===== config.mk =====
export PLATFORM = sky130hd
export DESIGN_NAME = icu_dual_cause
export DESIGN_NICKNAME = d
export VERILOG_FILES = /design/src/rtl/icu_pkg.sv /design/src/rtl/icu_chan_slice.sv /design/src/rtl/icu_read_mux.sv /design/src/rtl/icu_dual_cause.sv
export SDC_FILE = /design/constraint.sdc
export NUM_CORES = 1
export LEC_CHECK = 0
export CORE_ASPECT_RATIO = 1.75
export CORE_MARGIN = 4
export CORE_UTILIZATION = 65
export CTS_CLUSTER_SIZE = 25
export DETAILED_ROUTE_END_ITERATION = 10
export DONT_BUFFER_PORTS = 1
export GPL_TIMING_DRIVEN = 0
export PLACE_DENSITY_LB_ADDON = 0.1
export RECOVER_POWER = 50
export SLEW_MARGIN = 20
export SYNTH_ARGS = -nofsm -noshare
export SYNTH_HDL_FRONTEND = slang
export SYNTH_SLANG_ARGS = --single-unit

===== constraint.sdc =====
create_clock -name clk -period 2.7 [get_ports clk]
set_clock_uncertainty 0.1 [all_clocks]
set_input_delay 0.27 -clock clk [delete_from_list [all_inputs] [get_ports clk]]
set_output_delay 0.27 -clock clk [all_outputs]
set_load 0.03 [all_outputs]

===== src/rtl/icu_pkg.sv =====
package icu_pkg;
   typedef enum logic {
      SEL_CAUSE = 1'b0,
      SEL_MASK  = 1'b1
   } icu_sel_e;

   localparam int unsigned CAUSE_DESC_DONE  = 0;
   localparam int unsigned CAUSE_CHAIN_DONE = 1;
   localparam int unsigned CAUSE_STOPPED    = 2;
   localparam int unsigned CAUSE_ADDR_ERR   = 9;
endpackage


===== src/rtl/icu_chan_slice.sv =====
module icu_chan_slice #(
   parameter int unsigned CH_W    = 16,
   parameter bit          IRQ_REG = 1'b1
) (
   input  logic            clk,
   input  logic            rst_n,
   input  logic            cause_wr,
   input  logic            mask_wr,
   input  logic [CH_W-1:0] wdata,
   input  logic [CH_W-1:0] evt,
   output logic [CH_W-1:0] cause_q,
   output logic [CH_W-1:0] mask_q,
   output logic            irq
);
   logic [CH_W-1:0] cause_d;
   logic [CH_W-1:0] mask_d;
   logic            pend;

   // zero clears, one keeps; the event is ORed in after the clear so it wins
   always_comb begin
      cause_d = cause_wr ? (cause_q & wdata) : cause_q;
      cause_d = cause_d | evt;
      mask_d  = mask_wr ? wdata : mask_q;
   end

   always_ff @(posedge clk or negedge rst_n) begin
      if (!rst_n) begin
         cause_q <= '0;
         mask_q  <= '0;
      end else begin
         cause_q <= cause_d;
         mask_q  <= mask_d;
      end
   end

   assign pend = |(cause_q & mask_q);

   generate
      if (IRQ_REG) begin : g_irq_reg
         logic irq_q;
         always_ff @(posedge clk or negedge rst_n) begin
            if (!rst_n) irq_q <= 1'b0;
            else        irq_q <= pend;
         end
         assign irq = irq_q;

         a_r7_masked_quiet: assert property (@(posedge clk) disable iff (!rst_n)
            (mask_q == '0) |=> !irq);
      end else begin : g_irq_comb
         assign irq = pend;
      end
   endgenerate

   a_r3_sticky: assert property (@(posedge clk) disable iff (!rst_n)
      !cause_wr |=> ((cause_q & $past(cause_q)) == $past(cause_q)));

   a_r4_ones_keep: assert property (@(posedge clk) disable iff (!rst_n)
      (cause_wr && (wdata == '1)) |=> ((cause_q & $past(cause_q)) == $past(cause_q)));

   a_r5_event_wins: assert property (@(posedge clk) disable iff (!rst_n)
      (evt != '0) |=> ((cause_q & $past(evt)) == $past(evt)));

   a_r6_mask_hold: assert property (@(posedge clk) disable iff (!rst_n)
      !mask_wr |=> $stable(mask_q));
endmodule


===== src/rtl/icu_read_mux.sv =====
module icu_read_mux #(
   parameter int unsigned REG_W = 32
) (
   input  icu_pkg::icu_sel_e sel,
   input  logic [REG_W-1:0]  cause,
   input  logic [REG_W-1:0]  mask,
   output logic [REG_W-1:0]  rdata
);
   always_comb begin
      unique case (sel)
         icu_pkg::SEL_CAUSE: rdata = cause;
         default:            rdata = mask;
      endcase
   end
endmodule


===== src/rtl/icu_dual_cause.sv =====
module icu_dual_cause #(
   parameter int unsigned NUM_CH  = 2,
   parameter int unsigned CH_W    = 16,
   parameter bit          IRQ_REG = 1'b1,
   localparam int unsigned REG_W  = NUM_CH * CH_W
) (
   input  logic              clk,
   input  logic              rst_n,
   input  logic              reg_wr,
   input  logic              reg_sel,
   input  logic [REG_W-1:0]  reg_wdata,
   output logic [REG_W-1:0]  reg_rdata,
   input  logic [REG_W-1:0]  chan_evt,
   output logic [NUM_CH-1:0] chan_irq
);
   import icu_pkg::*;

   if (NUM_CH < 1) begin : g_chk_ch
      $error("icu_dual_cause: NUM_CH must be at least 1");
   end
   if (CH_W <= CAUSE_ADDR_ERR) begin : g_chk_w
      $error("icu_dual_cause: CH_W too narrow for the cause layout");
   end

   icu_sel_e         sel;
   logic             cause_wr;
   logic             mask_wr;
   logic [REG_W-1:0] cause_all;
   logic [REG_W-1:0] mask_all;

   assign sel      = icu_sel_e'(reg_sel);
   assign cause_wr = reg_wr && (sel == SEL_CAUSE);
   assign mask_wr  = reg_wr && (sel == SEL_MASK);

   for (genvar n = 0; n < NUM_CH; n++) begin : g_ch
      icu_chan_slice #(
         .CH_W    (CH_W),
         .IRQ_REG (IRQ_REG)
      ) i_slice (
         .clk      (clk),
         .rst_n    (rst_n),
         .cause_wr (cause_wr),
         .mask_wr  (mask_wr),
         .wdata    (reg_wdata[n*CH_W +: CH_W]),
         .evt      (chan_evt[n*CH_W +: CH_W]),
         .cause_q  (cause_all[n*CH_W +: CH_W]),
         .mask_q   (mask_all[n*CH_W +: CH_W]),
         .irq      (chan_irq[n])
      );
   end

   icu_read_mux #(.REG_W(REG_W)) i_rmux (
      .sel   (sel),
      .cause (cause_all),
      .mask  (mask_all),
      .rdata (reg_rdata)
   );

   a_r1_reset_clear: assert property (@(posedge clk)
      !rst_n |=> (cause_all == '0 || !rst_n));

   a_r8_read_no_side: assert property (@(posedge clk) disable iff (!rst_n)
      (!reg_wr && chan_evt == '0) |=> ($stable(cause_all) && $stable(mask_all)));
endmodule


# Word level (Yosys, flattened, before mapping)
# Cells that the tools add are included.
[totals] register_bits=66 in_bits=68 output_inout_bits=34 wordCells=20
[classes] n_mux=3 n_bitwise=7 reduce_logical=4
[op_table] op="16-bit bitwise AND" count=4
[op_table] op="16-bit 2-to-1 mux" count=2
[op_table] op="32-bit 2-to-1 mux" count=1
[op_table] op="16-bit OR" count=2
[op_table] op="16-bit OR reduction" count=2
[op_table] op="1-bit logical AND" count=2
[op_table] op="1-bit NOT" count=1

# Depth between registers and ports, before layout
# Gate-level depths: netlist (run 1).
[logic_depth] depth_word=4 depth_mapped=5 mapped_depth_nobuf=3

# Hierarchy
# From an unflattened synthesis (run 1), not the netlist that was laid out.
[hier_totals] cells_unflattened=224 area_unflattened_um2=3325.7
[by_module_without_submodules] mod="icu_chan_slice" instances=2 cells_each=93 area_per_inst_um2=1382.6 seq_area_each_um2=825.8
[by_module_without_submodules] mod="icu_read_mux" instances=1 cells_each=36 area_per_inst_um2=544.3 seq_area_each_um2=0.0
[by_module_without_submodules] mod="icu_dual_cause" instances=1 cells_each=2 area_per_inst_um2=16.3 seq_area_each_um2=0.0

# Worst setup path after synthesis (run 1)
# OpenSTA, ideal clock, no wires.
[synth_timing] path_type="input -> output" from="input port reg_sel" to="output port reg_rdata[10]" t_arrival_ns=1.025 required_ns=2.330 path_slack_ns=1.305 cell_stages=3 n_path_buf=2 path_cell_list="buf_4 > buf_2 > mux2_2"
[synth_between] elab_chain_cells=1
[synth_lines] item="start, declared" line_no="icu_dual_cause.sv:10" source="input logic reg_sel,"
[synth_lines] item="32-bit 2-to-1 mux" line_no="icu_read_mux.sv:10" source="unique case (sel)"
[synth_lines] item="end, declared" line_no="icu_dual_cause.sv:12" source="output logic [REG_W-1:0] reg_rdata,"
# Every way passes these cells.

# Worst setup path in the final report (run 1)
[layout_timing] from="input port reg_sel" to="register g_ch[0].i_slice.cause_q[13]"
[layout_between] elab_chain_cells=4
[layout_lines] item="1-bit NOT"
[layout_lines] item="1-bit logical AND" line_no="icu_dual_cause.sv:32" source="assign cause_wr = reg_wr && (sel == SEL_CAUSE);"
[layout_lines] item="16-bit 2-to-1 mux" line_no="icu_chan_slice.sv:21" source="cause_d = cause_wr ? (cause_q & wdata) : cause_q;"
[layout_lines] item="16-bit OR" line_no="icu_chan_slice.sv:22" source="cause_d = cause_d | evt;"
[layout_lines] item="net g_ch[0].i_slice.cause_d[13]" line_no="icu_chan_slice.sv:15" source="logic [CH_W-1:0] cause_d;"
[layout_lines] item="end signal, assigned" line_no="icu_chan_slice.sv:31" source="cause_q <= cause_d;"
[layout_lines] item="end, declared" line_no="icu_chan_slice.sv:11" source="output logic [CH_W-1:0] cause_q,"
# The timed path passes the listed nets, and every way through them passes these cells.
# A chain may end at the register's enable or synchronous reset.

==> results of run 1 <==
==> power by group <==
part	total, mW	switching, mW	leakage [nW]	internal (mW)
registers	1.17	0.0875	0.696	1.08
clock network	0.727	0.374	0.0851	0.353
logic	0.566	0.288	0.868	0.277
==> per-layer routing <==
layer	vias up	wire length (µm)	share of wire
met5	-	0	0
met4	0	309	0.034
met3	34	614	0.068
met2	129	5070	0.56
met1	1188	3050	0.34
li1	1001	-	-
==> cell usage in the layout, fill, tap and decap left out <==
| cell | netlist | final |
|---|---|---|
| o21ai_0 | 27 | 27 |
| nand2_1 | 0 | 1 |
| buf_2 | 6 | 3 |
| nand4_1 | 2 | 2 |
| clkinv_2 | 0 | 3 |
| clkbuf_1 | 0 | 6 |
| o21ai_1 | 5 | 5 |
| buf_16 | 0 | 1 |
| mux2_2 | 34 | 33 |
| a221oi_1 | 8 | 8 |
| a22o_1 | 8 | 8 |
| buf_4 | 3 | 2 |
| mux2_4 | 30 | 27 |
| nand2b_1 | 32 | 33 |
| buf_6 | 3 | 2 |
| clkinvlp_4 | 0 | 2 |
| clkbuf_8 | 0 | 10 |
| dfrtp_1 | 66 | 66 |
| dlygate4sd3_1 | 0 | 80 |
| mux2_1 | 0 | 4 |
==> area by class of cell <==
class	count	share of cell area
Multi-Input combinational cell	148	0.325
Sequential cell	66	0.400
Timing Repair Buffer	81	0.200
Clock inverter	5	0.00727
Tap cell	52	0.0157
Buffer	12	0.0173
Clock buffer	11	0.0342
==> cell families after synthesis <==
group           count (synthesis)  share of synthesized area
flops                          66                      0.532
mux                            64                      0.268
compound gates                 48                     0.0967
simple gates                   36                     0.0750
buf+inv                        12                     0.0278
==> repair_timing <==
action | 4_1_cts | 5_1_grt
setup buffers | 0 | 0
hold buffers | 81 | 0
endpoints found under the hold margin | 130 | 0
==> metrics by stage <==
stage	hold slack [ns]	cells	power, mW	util
2_1_floorplan	-0.126	226	1.55	-
3_3_place_gp	-0.124	278	1.61	0.679
3_5_place_dp	-0.124	278	1.63	0.679
4_1_cts	0.000311	375	2.46	0.894
5_1_grt	0.00937	375	2.56	0.886
6_report	0.00538	375	2.47	0.886
==> worst register-to-register path: cells and delay by family (launching register included) <==
family | cells | cell delay, ns
buffers and inverters | 1 | 0.59
DFF | 1 | 0.40
AOI/OAI and AO/OA | 1 | 0.10
and+or+nand+nor | 1 | 0.10
==> flip-flops by register name, indices dropped and copies added (netlist names) <==
name and count:
g_ch.i_slice.cause_q 32, g_ch.i_slice.irq 2, g_ch.i_slice.mask_q 32
==> worst paths after layout <==
path / start / endpoint / cells past startpoint
min reg2reg: g_ch[1].i_slice.mask_q[8] / g_ch[1].i_slice.mask_q[8] / 1
min in group asynchronous: rst_n / g_ch[1].i_slice.mask_q[4] / 2
max: reg_sel / g_ch[0].i_slice.cause_q[13] / 6
min: reg_wdata[17] / g_ch[1].i_slice.cause_q[1] / 2
max in group asynchronous: rst_n / g_ch[0].i_slice.mask_q[2] / 2
max reg2reg: g_ch[1].i_slice.cause_q[14] / g_ch[1].i_slice.cause_q[14] / 3
==> results by group, run 1 <==
Synthesis
  – Sequential element share of the synthesized area: 0.532
  – Cell count after synthesis: about 230
  – Number of flops mapped to enable cells by yosys: 0
  – Ys flop type: dfrtp_1
  – Area leader, netlist: dfrtp_1
  – Post-synth top cells: dfrtp_1 (66), mux2_2 (34), nand2b_1 (32), mux2_4 (30), o21ai_0 (27)
  – Most common cell in the netlist: dfrtp_1
  – Flops & latches, synth: 66
  – Avg Inst Size Synth: ~14 µm²
  – Top cell type's share of synthesized area: 0.532
  – Area contributors post-synth: dfrtp_1 (53%), mux2_4 (15%), mux2_2 (12%)
  – Synth Net Count: about 300
  – Async set or reset register ratio after synthesis: 1.00
  – Mapped Area: just over 3000 µm²
  – Yosys cell types: 14
  – Synth warn: 0

Place
  – Place WS: around 1.1 ns
  – Placer Congestion: between 0.7 and 0.8
  – Area after DPL: 3170 µm²
  – Hpwl dp: ~5200 µm
  – Port Buffer Count: 0

Finish
  – Nets: between 300 and 400
  – Diodes inserted: 0
  – Syn-to-layout area delta: 33.1%
  – Design area: 4130 µm²
  – Sequential Area: approximately 1700 µm²
  – Multi-input gate area in the final layout: between 1000 and 1500 µm²
  – Fill count: between 200 and 250
  – Share of layout cells above drive strength 1: 0.257

Timing
  – Final min period: roughly 2.0 ns
  – Final setup TNS: 0 ns
  – Slew Limit Fails: 0
  – Fmax: between 400 and 500 MHz
  – RSZ-0062 raised after global routing: false
  – Final setup viols: 0
  – Worst-margin pin slew: about 0.81 ns
  – Slew headroom: 0.461
  – Tcrit/Tclk final: 0.745
  – Worst Slack Setup Final: approximately 0.69 ns
  – Fin. Hold Viols: 0

Floorplanning
  – CORE AREA: approximately 4700 µm²
  – # rows: 33
  – Starting Density: 0.665
  – Total die area: 5990 µm²
  – Chip height: 99.4 µm
  – Ports: ~100
  – Die X: roughly 60 µm

Global routing
  – Grt peak-use layer: met2
  – First-pass GRT wire length: roughly 14,000 µm
  – Met3 usage: 0.0805
  – Grt met1 use: 0.344
  – Vias in the first global route: between 2,000 and 3,000
  – Initial antenna violation count: 0
  – Global-route congestion overflow total: 0
  – Total GRT Usage: 0.326
  – Met2 usage: 0.587
  – Largest net degree at the start of global routing: between 60 and 70

Routing
  – Drt initial violations: around 120
  – # DRC: 0
  – Detail Route Antenna Nets: 0
  – DR vias: roughly 2,400
  – Routed length per instance: ~24 µm
  – DR vias/cell: 6.27
  – Drt total wl: 9040 µm
  – 1st-pass router iterations: 4

CTS
  – Clock net sink count: 66
  – CTS Buffer Depth: 2
  – Root Driver: clkbuf_8
  – H-tree depth: 3
  – CTS tree: built
  – Reg clk slew, reported paths: 0.08 ns
  – Clk_lat worst skew: about 0.34 ns
  – Inserted Clock Buffers: 9
  – Post-cts resize count: 0

Worst setup path
  – Endpoint class of the critical path: register
  – Family with the most delay on the worst path: buffers and inverters
  – Critical path cell sequence: clkbuf_1 -> nand2b_1 -> clkbuf_1 -> o21ai_0 -> nand2b_1 -> dlygate4sd3_1
  – Worst Setup Path Type: primary input to register
  – CP arrival: ~2.2 ns
  – R2r setup slk: between 1 and 1.5 ns
  – Worst EP required: approximately 2.9 ns
  – Startpoint types: primary input
  – CP bufs+invs: 3
  – Largest stage delay on the critical path: 0.55 ns
  – CP Max Fanout: 10
  – Slowest-stage cell, CP: dlygate4sd3_1

Status
  – Outcome: finished, final reports clean

Run
  – Max-cap violations: 0

Hold path
  – Worst hold path type: primary input to register

Power and ir drop
  – Peak supply drop: roughly 0.53 mV
  – Pleak: 1.65 nW
  – PD cells: 597 nW/µm²
Note: power is estimated with default switching activity, not from simulation.
==> run 2: changes to the inputs <==
ABC_AREA = 1   (was not set)
CORE_UTILIZATION = 63   (was 65)
clock period = 1.9 ns   (was 2.7 ns; I/O delays follow)
==> run 2 against run 1 <==
Clock power increased by 38%. Synthesized area increased by 4.5%. Core utilization increased by 0.82 points. Sequential power increased by 39%. Global-route usage increased by 2.7 points. Combinational power increased by 43%. Synthesized cell count increased by 99%. Flip-flop and latch count unchanged. Count of clock-buffer cells in the layout unchanged. Die area increased by 7.0%. Non-clock buffer count increased by 27. Final cell count increased by 64%. Largest cell class unchanged.
==> results by group, run 2 <==
Worst setup path
  – Worst Setup Path Type: primary input to primary output
  – CP arrival: ~1.1 ns
  – CP Max Fanout: 10
  – Startpoint types: primary input
  – Endpoint class of the critical path: primary output
  – Worst EP required: between 1.5 and 2 ns

CTS
  – Clk_lat worst skew: roughly 0.34 ns
  – CTS Buffer Depth: 2
  – Clock net sink count: 66
  – Inserted Clock Buffers: 9
  – H-tree depth: 3
  – CTS tree: built
  – Reg clk slew, reported paths: about 0.07 ns
  – Root Driver: clkbuf_8
  – Hold buffers post-CTS: 98
  – Post-CTS setup buffer count: 0
  – Post-cts resize count: 0

Global routing
  – Largest net degree at the start of global routing: 67
  – Initial antenna violation count: 0
  – Total GRT Usage: 0.353
  – Vias in the first global route: between 3,000 and 4,000
  – Met2 usage: 0.611
  – Grt peak-use layer: met2
  – Grt met1 use: 0.381
  – First-pass GRT wire length: 17,400 µm
  – Met3 usage: 0.0927
  – Global-route congestion overflow total: 0

Finish
  – Most frequent cells in the layout: nand2_1 (245), dlygate4sd3_1 (97), dfrtp_1 (66), inv_1 (44), nand3_1 (32)
  – Commonest non-fill, non-tap cell in the layout: nand2_1
  – Design area: 4450 µm²
  – Fin util: 0.894
  – Share of layout cells above drive strength 1: 0.0624
  – Fill count: 226
  – Nets: ~630
  – Syn-to-layout area delta: 37.1%
  – Diodes inserted: 0
  – Post-Layout Cell Count: around 620

Routing
  – Detail Route Antenna Nets: 0
  – Drt initial violations: slightly below 200
  – DR vias: 3,478
  – 1st-pass router iterations: 5
  – # DRC: 0
  – Drt total wl: between 10,000 and 15,000 µm
  – DR vias/cell: 5.66
  – Routed length per instance: 17.3 µm

Synthesis
  – Most common cell in the netlist: nand2_1
  – Area leader, netlist: dfrtp_1
  – Synth Net Count: just over 500
  – Top cell type's share of synthesized area: 0.509
  – Sequential element share of the synthesized area: 0.509
  – Yosys cell types: 14
  – Ys flop type: dfrtp_1
  – Area contributors post-synth: dfrtp_1 (51%), nand2_1 (28%), inv_1 (5.1%)
  – Cell count after synthesis: 449
  – Number of flops mapped to enable cells by yosys: 0
  – Post-synth top cells: nand2_1 (245), dfrtp_1 (66), inv_1 (44), nand3_1 (32), o21ai_0 (24)
  – Synth warn: 0
  – Mapped Area: around 3200 µm²
  – Async set or reset register ratio after synthesis: 1.00
  – Avg Inst Size Synth: a little over 7 µm²
  – Flops & latches, synth: 66

Timing
  – Worst-margin pin slew: 0.905 ns
  – Final min period: between 1 and 1.5 ns
  – RSZ-0062 raised after global routing: false
  – Final setup TNS: 0 ns
  – Hold_ws: ~0.019 ns
  – Slew Limit Fails: 0
  – Fin. Hold Viols: 0
  – Fmax: 705 MHz
  – Worst Slack Setup Final: approximately 0.48 ns
  – Final setup viols: 0
  – Tcrit/Tclk final: 0.747
  – Slew headroom: 0.397

Run
  – Max-cap violations: 0

Status
  – Outcome: finished, final reports clean

Hold path
  – Worst hold path type: primary input to register

Power and ir drop
  – PD cells: roughly 770 nW/µm²
  – Peak supply drop: approximately 0.74 mV
  – Total Power: roughly 3.4 mW
  – Pleak: between 2 and 2.5 nW

Place
  – Port Buffer Count: 0
  – Place WS: around 0.53 ns
  – Inst Count DP: slightly above 500
  – Placer Congestion: 0.826
  – Hpwl dp: 5670 µm
  – Area after DPL: 3310 µm²

Floorplanning
  – # rows: 34
  – Ports: 102
  – CORE AREA: 4980 µm²
  – Chip height: around 100 µm
  – Die X: 62.2 µm
  – Total die area: ~6400 µm²
  – Starting Density: 0.652
run 2: kinds of logic (layout without fill, tap and decap cells):
family          count (synthesis)  in the layout  synth area share
compound gates                 32             32            0.0494
buf+inv                        67            179            0.0983
flops                          66             66             0.509
simple gates                  284            284             0.343
run 2: final timing paths:
path                                        startpoint                           to  slack (ns)  depth (start not counted)
hold / removal                                 reg_sel   g_ch[0].i_slice.mask_q[15]        0.02                          3
max in group asynchronous                        rst_n    g_ch[0].i_slice.mask_q[6]        0.67                          2
setup / recovery                               reg_sel                reg_rdata[19]        0.48                          4
min in group asynchronous                        rst_n   g_ch[1].i_slice.cause_q[8]        0.44                          2
setup reg to reg           g_ch[0].i_slice.cause_q[11]  g_ch[0].i_slice.cause_q[11]        0.51                          3
hold reg to reg             g_ch[1].i_slice.mask_q[14]   g_ch[1].i_slice.mask_q[14]        0.40                          2
run 2: layout make-up:
| class | instances | area, µm² | share of cell area |
|---|---|---|---|
| flip-flops and latches | 66 | 1650 | 0.371 |
| multi-input cells | 316 | 1270 | 0.286 |
| repair buffers | 98 | 978 | 0.220 |
| inverters | 45 | 169 | 0.0380 |
| plain buffers | 22 | 150 | 0.0337 |
| clock buffers | 11 | 141 | 0.0318 |
| well taps | 54 | 67.6 | 0.0152 |
| clock inverters | 3 | 17.5 | 0.00394 |
run 2: metal layers:
metal | routed length, µm | share of wire | vias up
met5 | 0 | 0 | -
met4 | 576 | 0.054 | 0
met3 | 691 | 0.065 | 57
met2 | 5730 | 0.54 | 188
met1 | 3630 | 0.34 | 1652
li1 | - | - | 1581
run 2: power breakdown:
group	switching (mW)	internal [mW]	leakage, nW
Sequential	0.101	1.53	0.716
Clock	0.514	0.490	0.0810
Combinational	0.513	0.294	1.48
run 2: critical path: stages:
cell and delay (ns):
inv_2 0.08, clkbuf_1 0.45, nand2_1 0.12, nand2_1 0.28
==> run 3: changes to the inputs <==
ABC_AREA = 0   (was 1)
CORE_UTILIZATION = 57   (was 63)
clock period = 1.1 ns   (was 1.9 ns; I/O delays follow)
==> run 3 against run 2 <==
The run now ends with hold timing, setup timing left. Core utilization is 2.8 points lower. Combinational power is 120% higher. Sequential share of layout area is 0.82 points lower. Worst setup slack worse by 0.68 ns. Clock power is 140% higher. Critical path depth is 3 lower. Die area is 5.2% higher. Hold slack worse by 0.66 ns. Sequential power is 75% higher. Critical endpoint is now reg_rdata[31]. Largest power group unchanged.
==> results by group, run 3 (synthesis results as in run 1) <==
Status
  – Outcome: finished, violations left
  – Failing checks: hold timing, setup timing

Timing
  – Worst-margin pin slew: roughly 0.4 ns
  – Worst Slack Setup Final: -0.200 ns
  – RSZ-0062 raised after global routing: true
  – Slew headroom: 0.737
  – Fin. Hold Viols: 66
  – Fmax: roughly 770 MHz
  – Final setup viols: 34
  – Hold_ws: -0.641 ns
  – Slew Limit Fails: 0
  – Final min period: 1.30 ns
  – Tcrit/Tclk final: 1.18

Finish
  – Syn-to-layout area delta: 46.6%
  – Post-Layout Cell Count: between 400 and 500
  – Most frequent cells in the layout: dfrtp_1 (66), dlygate4sd3_1 (65), mux2_4 (62), buf_4 (38), nand2b_1 (32)
  – Fill count: approximately 240
  – Commonest non-fill, non-tap cell in the layout: dfrtp_1
  – Nets: 410
  – Share of layout cells above drive strength 1: 0.403

Worst setup path
  – Worst Setup Path Type: register to primary output
  – Startpoint types: register
  – Slowest-stage cell, CP: dfrtp_1
  – CP arrival: 1.09 ns
  – Critical path cell sequence: mux2_4
  – Worst reg2reg path depth: 4
  – R2R Path End: g_ch[1].i_slice.irq
  – Endpoint class of the critical path: primary output
  – Worst EP required: 0.89 ns
  – Family with the most delay on the worst path: flip-flops
  – R2r setup slk: -0.16 ns
  – FF-to-FF Start: g_ch[1].i_slice.mask_q[11]
  – Largest stage delay on the critical path: roughly 0.4 ns
  – CP Max Fanout: 3
  – CP bufs+invs: 0

Hold path
  – Worst hold path type: primary input to asynchronous set/reset pin

Routing
  – Drt initial violations: between 80 and 90
  – DR vias: 2,389
  – Routed length per instance: 22.9 µm
  – # DRC: 0
  – Detail Route Antenna Nets: 0
  – Drt total wl: approximately 9200 µm
  – 1st-pass router iterations: 4
  – DR vias/cell: 5.93

Power and ir drop
  – Pleak: around 2.0 nW
  – Peak supply drop: 1.56 mV
  – PD cells: about 1500 nW/µm²

Global routing
  – Initial antenna violation count: 0
  – First-pass GRT wire length: around 14,000 µm
  – Global-route congestion overflow total: 0
  – Largest net degree at the start of global routing: 67
  – Vias in the first global route: between 2,000 and 3,000
  – Total GRT Usage: 0.283

CTS
  – Clk_lat worst skew: roughly 0.34 ns
  – Root Driver: clkbuf_8
  – Reg clk slew, reported paths: ~0.07 ns
  – CTS tree: built
  – CTS Buffer Depth: 2
  – Inserted Clock Buffers: 9
  – Hold buffers post-CTS: 65
  – Clock net sink count: 66
  – H-tree depth: 3

Place
  – Hpwl dp: 5090 µm
  – Inst Count DP: 281
  – Port Buffer Count: 0
  – Placer Congestion: a little under 0.8

Floorplanning
  – CORE AREA: ~5300 µm²
  – Ports: 102
  – Chip height: ~110 µm
  – Die X: between 60 and 70 µm
  – Total die area: 6740 µm²
  – Starting Density: 0.591
  – # rows: 35

Run
  – Max-cap violations: 0
==> run 3: area by class of cell <==
cell class | instances | area [µm²] | share of cell area
clock inverter | 5 | 103 | 0.0226
sequential | 66 | 1650 | 0.363
clock buffer | 11 | 131 | 0.0289
multi-input combinational | 148 | 1540 | 0.338
timing repair buffer | 105 | 962 | 0.211
buffer | 12 | 93.8 | 0.0206
tap | 55 | 68.8 | 0.0151
antenna | 1 | 2.50 | 0.000550
==> run 3: through the flow <==
| stage | setup TNS [ns] | power (mW) | area (µm²) | util | setup slack (ns) |
|---|---|---|---|---|---|
| 4_1_cts | -6.16 | 6.92 | 4460 | 0.850 | -0.212 |
| 6_report | -5.99 | 7.04 | 4550 | 0.866 | -0.200 |
| 2_1_floorplan | -0.000495 | 3.85 | 3150 | - | -0.000495 |
| 5_1_grt | -7.17 | 7.28 | 4550 | 0.865 | -0.240 |
| 3_5_place_dp | -4.60 | 4.03 | 3220 | 0.612 | -0.202 |
| 3_3_place_gp | -4.05 | 3.99 | 3220 | 0.612 | -0.200 |
==> run 3: repair_timing <==
item | in CTS | in global routing
endpoints found under the hold margin | 130 | 66
buffers inserted | 31 | 9
cloned | 0 | 0
pin swaps | 3 | 2
resized for setup | 34 | 7
endpoints found under the setup margin | 34 | 37
==> run 3: how the worst max path moves through the flow <==
| stage | startpoint | end | slack [ns] | depth (start not counted) |
|---|---|---|---|---|
| after floorplan | g_ch[0].i_slice.mask_q[15] | g_ch[0].i_slice.irq | -0.0005 | 3 |
| after global placement | g_ch[0].i_slice.mask_q[15] | g_ch[0].i_slice.irq | -0.20 | 3 |
| after detailed placement | g_ch[0].i_slice.mask_q[15] | g_ch[0].i_slice.irq | -0.20 | 3 |
| after CTS | g_ch[1].i_slice.cause_q[6] | reg_rdata[22] | -0.21 | 1 |
| after global routing | g_ch[1].i_slice.cause_q[6] | reg_rdata[22] | -0.24 | 1 |
| final | g_ch[1].i_slice.cause_q[15] | reg_rdata[31] | -0.20 | 1 |
==> run 3: report_power, final <==
part	switching, mW	internal, mW
sequential	0.187	2.66
clock	0.936	1.50
combinational	0.797	0.949
==> run 3: layer usage <==
layer	part of all wire	global-route usage
met5	0	0
met4	0.021	0.0958
met3	0.056	0.0810
met2	0.57	0.526
met1	0.36	0.294
